--- src/rtl/typec_regs_pkg.sv ---
package typec_regs_pkg;
  localparam int unsigned DATA_W = 32;
  localparam logic [11:0] OFF_CTRL = 12'h080;
  localparam logic [11:0] OFF_PHY  = 12'h0A0;
  localparam logic [11:0] OFF_STAT = 12'h0A4;
  localparam logic [11:0] OFF_VER  = 12'h0FC;
  localparam logic [DATA_W-1:0] RST_KEY   = 32'h5443_4301;
  localparam logic [DATA_W-1:0] PHY_WMASK = 32'h3F00_3700;
  localparam int unsigned IP_LO = 12;
  localparam int unsigned IP_HI = 13;

  typedef enum logic [1:0] {
    TERM_SNK     = 2'd0,
    TERM_SRC_DEF = 2'd1,
    TERM_SRC_1P5 = 2'd2,
    TERM_SRC_3P0 = 2'd3
  } term_req_e;

  typedef struct packed {
    logic ctrl;
    logic phy;
    logic stat;
    logic ver;
    logic err;
  } dec_t;
endpackage

--- src/rtl/typec_addr_dec.sv ---
module typec_addr_dec
  import typec_regs_pkg::*;
#(
  parameter int unsigned ADDR_W = 8
) (
  input  logic [ADDR_W-1:0] addr_i,
  input  logic              write_i,
  output dec_t              dec_o
);
  localparam logic [ADDR_W-1:0] A_CTRL = ADDR_W'(OFF_CTRL);
  localparam logic [ADDR_W-1:0] A_PHY  = ADDR_W'(OFF_PHY);
  localparam logic [ADDR_W-1:0] A_STAT = ADDR_W'(OFF_STAT);
  localparam logic [ADDR_W-1:0] A_VER  = ADDR_W'(OFF_VER);

  logic hit;
  always_comb begin
    dec_o      = '0;
    dec_o.ctrl = (addr_i == A_CTRL);
    dec_o.phy  = (addr_i == A_PHY);
    dec_o.stat = (addr_i == A_STAT);
    dec_o.ver  = (addr_i == A_VER) && !write_i;
    hit        = dec_o.ctrl | dec_o.phy | dec_o.stat | dec_o.ver;
    dec_o.err  = !hit;
  end
endmodule

--- src/rtl/typec_term_map.sv ---
module typec_term_map
  import typec_regs_pkg::*;
(
  input  logic [1:0] req_i,
  output logic       ok_o,
  output logic [1:0] code_o
);
  always_comb begin
    ok_o   = 1'b0;
    code_o = 2'd0;
    unique case (term_req_e'(req_i))
      TERM_SNK:     begin ok_o = 1'b1; code_o = 2'd0; end
      TERM_SRC_DEF: begin ok_o = 1'b1; code_o = 2'd1; end
      default:      begin ok_o = 1'b0; code_o = 2'd0; end
    endcase
  end
endmodule

--- src/rtl/typec_cc_sync.sv ---
module typec_cc_sync #(
  parameter int unsigned WIDTH  = 5,
  parameter int unsigned STAGES = 2
) (
  input  logic             clk_i,
  input  logic             rst_ni,
  input  logic [WIDTH-1:0] d_i,
  output logic [WIDTH-1:0] q_o
);
  logic [WIDTH-1:0] stg [STAGES];

  for (genvar s = 0; s < STAGES; s++) begin : g_stg
    always_ff @(posedge clk_i or negedge rst_ni) begin
      if (!rst_ni) stg[s] <= '0;
      else if (s == 0) stg[s] <= d_i;
      else stg[s] <= stg[(s == 0) ? 0 : s-1];
    end
  end

  assign q_o = stg[STAGES-1];
endmodule

--- src/rtl/typec_port_regs.sv ---
module typec_port_regs
  import typec_regs_pkg::*;
#(
  parameter int unsigned ADDR_W      = 8,
  parameter int unsigned STAT_W      = 5,
  parameter int unsigned SYNC_STAGES = 2,
  parameter logic [31:0] VERSION     = 32'h0001_0200
) (
  input  logic              clk_i,
  input  logic              rst_ni,
  input  logic              req_valid_i,
  output logic              req_ready_o,
  input  logic              req_write_i,
  input  logic [ADDR_W-1:0] req_addr_i,
  input  logic [31:0]       req_wdata_i,
  output logic              rsp_valid_o,
  output logic              rsp_err_o,
  output logic [31:0]       rsp_rdata_o,
  input  logic              term_valid_i,
  input  logic [1:0]        term_req_i,
  output logic              term_err_o,
  input  logic [STAT_W-1:0] cc_raw_i,
  output logic [31:0]       phy_ctrl_o,
  output logic              soft_rst_o
);
  localparam int unsigned PAD_W = DATA_W - STAT_W;

  dec_t              dec;
  logic              term_ok;
  logic [1:0]        term_code;
  logic [STAT_W-1:0] stat_sync;
  logic [31:0]       phy_q, phy_d, rd_mux;
  logic              key_hit, wr_phy, rd_ok;

  typec_addr_dec #(.ADDR_W(ADDR_W)) u_dec (
    .addr_i (req_addr_i),
    .write_i(req_write_i),
    .dec_o  (dec)
  );

  typec_term_map u_term (
    .req_i (term_req_i),
    .ok_o  (term_ok),
    .code_o(term_code)
  );

  typec_cc_sync #(.WIDTH(STAT_W), .STAGES(SYNC_STAGES)) u_sync (
    .clk_i (clk_i),
    .rst_ni(rst_ni),
    .d_i   (cc_raw_i),
    .q_o   (stat_sync)
  );

  assign req_ready_o = 1'b1;
  assign key_hit = req_valid_i && req_write_i && dec.ctrl && (req_wdata_i == RST_KEY);
  assign wr_phy  = req_valid_i && req_write_i && dec.phy;
  assign rd_ok   = req_valid_i && !req_write_i && !dec.err;

  always_comb begin
    phy_d = phy_q;
    if (key_hit) begin
      phy_d = '0;
    end else begin
      if (wr_phy) phy_d = req_wdata_i & PHY_WMASK;
      // accepted termination overrides the current field of a same-cycle write
      if (term_valid_i && term_ok) phy_d[IP_HI:IP_LO] = term_code;
    end
  end

  always_comb begin
    rd_mux = '0;
    if (dec.phy)  rd_mux = phy_q;
    if (dec.stat) rd_mux = {{PAD_W{1'b0}}, stat_sync};
    if (dec.ver)  rd_mux = VERSION;
  end

  always_ff @(posedge clk_i or negedge rst_ni) begin
    if (!rst_ni) begin
      phy_q       <= '0;
      rsp_valid_o <= 1'b0;
      rsp_err_o   <= 1'b0;
      rsp_rdata_o <= '0;
      term_err_o  <= 1'b0;
      soft_rst_o  <= 1'b0;
    end else begin
      phy_q       <= phy_d;
      rsp_valid_o <= req_valid_i;
      rsp_err_o   <= req_valid_i && dec.err;
      rsp_rdata_o <= rd_ok ? rd_mux : '0;
      term_err_o  <= term_valid_i && !term_ok;
      soft_rst_o  <= key_hit;
    end
  end

  assign phy_ctrl_o = phy_q;
endmodule

--- config.mk ---
export PLATFORM = sky130hd
export DESIGN_NAME = typec_port_regs
export DESIGN_NICKNAME = d
export VERILOG_FILES = /design/src/rtl/typec_regs_pkg.sv /design/src/rtl/typec_addr_dec.sv /design/src/rtl/typec_term_map.sv /design/src/rtl/typec_cc_sync.sv /design/src/rtl/typec_port_regs.sv
export SDC_FILE = /design/constraint.sdc
export NUM_CORES = 1
export LEC_CHECK = 0
export ABC_AREA = 1
export BUFFER_PORTS_ARGS = -buffer_cell sky130_fd_sc_hd__clkbuf_2
export CORE_ASPECT_RATIO = 1.2
export CORE_MARGIN = 10
export CORE_UTILIZATION = 38
export CTS_BUF_LIST = sky130_fd_sc_hd__clkbuf_16
export DETAILED_ROUTE_END_ITERATION = 8
export GPL_TIMING_DRIVEN = 0
export PLACE_DENSITY = 0.72
export SETUP_SLACK_MARGIN = 0.3
export SLEW_MARGIN = 20
export SYNTH_ARGS = -nofsm -noshare
export SYNTH_HDL_FRONTEND = slang
export SYNTH_SLANG_ARGS = --single-unit
--- constraint.sdc ---
create_clock -name clk_i -period 0.8 [get_ports clk_i]
set_input_delay 0.16 -clock clk_i [delete_from_list [all_inputs] [get_ports clk_i]]
set_output_delay 0.16 -clock clk_i [all_outputs]
set_load 0.01 [all_outputs]
==> results_dict.tcl <==
set metrics [dict create \
    cts_buffers 5 \
    cts_sinks 42 \
    irDropWorstVdd_mv 1.178 \
    via_per_inst 4.334 \
    path_class "flip-flop to output port" \
    final_hold_viol_count 47 \
    synthCells 286 \
    crit_buf_inv 1 \
    failed_checks "hold timing, setup timing" \
    rsz0062_at_grt "yes" \
    r2r_start "phy_ctrl_o[9]$_DFFE_PN0P_" \
    grt_pass1_vias 2336 \
    post-route-min-period_ns 0.9996 \
    grt_max_degree 43 \
    core_area_sq_um 5705 \
    fin_crit_sh 1.249 \
    arrival_ns 0.84 \
    ys_types 21 \
    grt_pass1_wl_mm 11.34 \
    clock_path_buffers 2 \
    endpoint_kind "output port" \
    p_int_mw 3.777 \
    wire_per_inst_um 14.56 \
    fin_nets 504 \
    crit_family "flip-flops" \
    fp.dieW_um 90.46 \
    synth_top_area_cell "dfrtp_1" \
    dp_hpwl_mm 5.049 \
    stdcell_area_sq_um 4106 \
    ys_seq_elements 42 \
    start_util 0.3967 \
    drc 0 \
    path_clk_slew_ns 0.06 \
    critPathLaunch "phy_ctrl_o[29]$_DFFE_PN0P_" \
    grt_usage 0.1466 \
    num_rows 30 \
    final_common_cell "clkbuf_2" \
    status "complete, but fails checks" \
    pwr-share-comb 0.183 \
    fillers 462 \
    drive_gt1_frac 0.6203 \
    syn_area_sq_um 2263 \
    drt_iter0_drc 79 \
    critPathSlowestCell "dfrtp_1" \
    clkPwrFrac 0.386 \
    cts_tree "yes" \
    antenna_found_initial 0 \
    clock_skew_ns 0.003655 \
    layout_common_cells "clkbuf_2, buf_4, nand2_1" \
    die_area_sq_um 9457 \
    io_buffers 83 \
    wl_mm 7.763 \
    tightest_slew_ns 0.5662 \
    crit_chain "clkbuf_2" \
    swShare 0.2615 \
    antenna_cells 0 \
    htreeDepth 2 \
    max_stage_delay_ns 0.41 \
    seqPwrFrac 0.431 \
    grt_overflow_total 0 \
    finalMaxSlewViolations 0 \
    dr_total_vias 2310 \
    leakagePower_nw 2.173 \
    ant_nets 0 \
    multi_input_area_sq_um 1282 \
    fin_ws_ns -0.1996 \
    fp.dieH_um 104.5 \
    p_sw_mw 1.337 \
    ys_warn_count 0 \
    drt_pass1_iterations 4 \
    worstPathMaxFanout 2 \
    area_delta_synth_final_pct 81.43 \
    fin_util 0.7197 \
    drv_cap 0 \
    fmax_ghz 1.000 \
    synth-seq-area-share 0.4643 \
    required_ns 0.64 \
    gp_congestion 0.7738 \
    avgSynthCellArea_sq_um 7.914 \
    start_kind "flip-flop" \
    root_buffer "clkbuf_16" \
    yosys-top-cells-area "dfrtp_1, buf_4, nand2_1, inv_1, nor2_1" \
    power_density_nw_per_um2 1245 \
    ff_latch_area_sq_um 1051 \
    setup_viol 62 \
    clk_latency_ns 0.28 \
    yosysTopAreaCellShare 0.4643 \
    dpl-instance-area_sq_um 3037 \
    finalHoldWorstSlack_ns -0.1018 \
    num_io_pins 121 \
    hold_class "input port to async pin" \
    relSlewSlack 0.6225 \
]
==> power by group through the flow <==
stage	clock network, mW	logic (mW)	registers, mW
floorplan	0	0.411	2.25
global placement	0	0.692	2.24
detailed placement	0	0.702	2.24
CTS	1.99	0.822	2.20
global route	2.08	1.03	2.21
finish	1.97	0.938	2.20
==> final timing paths <==
kind,cells past startpoint,slack (ns),to
hold / removal,1,-0.10,rsp_rdata_o[29]$_DFF_PN0_
max in group asynchronous,1,0.52,rsp_rdata_o[10]$_DFF_PN0_
setup reg to reg,6,-0.16,phy_ctrl_o[9]$_DFFE_PN0P_
min in group clk_i,1,-0.02,u_sync.stg[9]$_DFF_PN0_
hold reg to reg,0,0.35,u_sync.q_o[2]$_DFF_PN0_
setup / recovery,1,-0.20,phy_ctrl_o[29]
==> Yosys cell counts, drive strengths merged <==
master / instances
a21oi: 1
buf: 41
clkinv: 1
conb: 2
dfrtp: 42
inv: 45
nand2: 69
nand3: 27
nand4: 3
nor2: 47
nor3: 2
o21ai: 6
==> stage by stage <==
step	power [mW]	cells	worst slack, ns	TNS [ns]
finish	5.114	533	-0.1996	-8.986
global route	5.308	533	-0.2502	-11.34
global placement	2.932	484	-0.5804	-22.85
detailed placement	2.945	484	-0.6053	-24.84
floorplan	2.662	321	-0.2219	-3.836
CTS	5.011	522	-0.1923	-7.352
==> layout make-up <==
type	instances	share of cell area
inverter	46	0.06429
timing repair buffer	123	0.2261
clock inverter	3	0.005180
multi-input combinational	193	0.3123
sequential	42	0.2559
clock buffer	5	0.03047
tap	80	0.02438
buffer	41	0.08135
==> state kept, by name, summed over array words and instances, names as in the netlist <==
register,count
rsp_err_o,1
phy_ctrl_o,11
rsp_rdata_o,17
rsp_valid_o,1
u_sync.q_o,5
u_sync.stg,5
soft_rst_o,1
term_err_o,1
==> timing repair <==
action	CTS	global route
gates cloned	3	1
setup buffers	27	10
resized for setup	73	77
pin swaps	37	20
hold endpoints to repair	47	47
setup endpoints to repair	104	62
==> logic make-up (layout without fill, tap and decap cells) <==
logic type | count (synthesis) | in the layout | share of synthesized area
and+or+nand+nor | 148 | 149 | 0.2935
buffers and inverters | 87 | 218 | 0.2150
DFF | 42 | 42 | 0.4643
AOI/OAI and AO/OA | 7 | 7 | 0.02376
other | 2 | 37 | 0.003318
==> metal layers <==
| metal | track usage | up-vias | routed length (um) |
|---|---|---|---|
| met5 | 0 | - | 0 |
| met4 | 0.02847 | 0 | 76 |
| met3 | 0.06156 | 8 | 575 |
| met2 | 0.2666 | 88 | 4415 |
| met1 | 0.1548 | 1088 | 2696 |
| li1 | - | 1126 | - |
(Power assumes the default switching activity.)
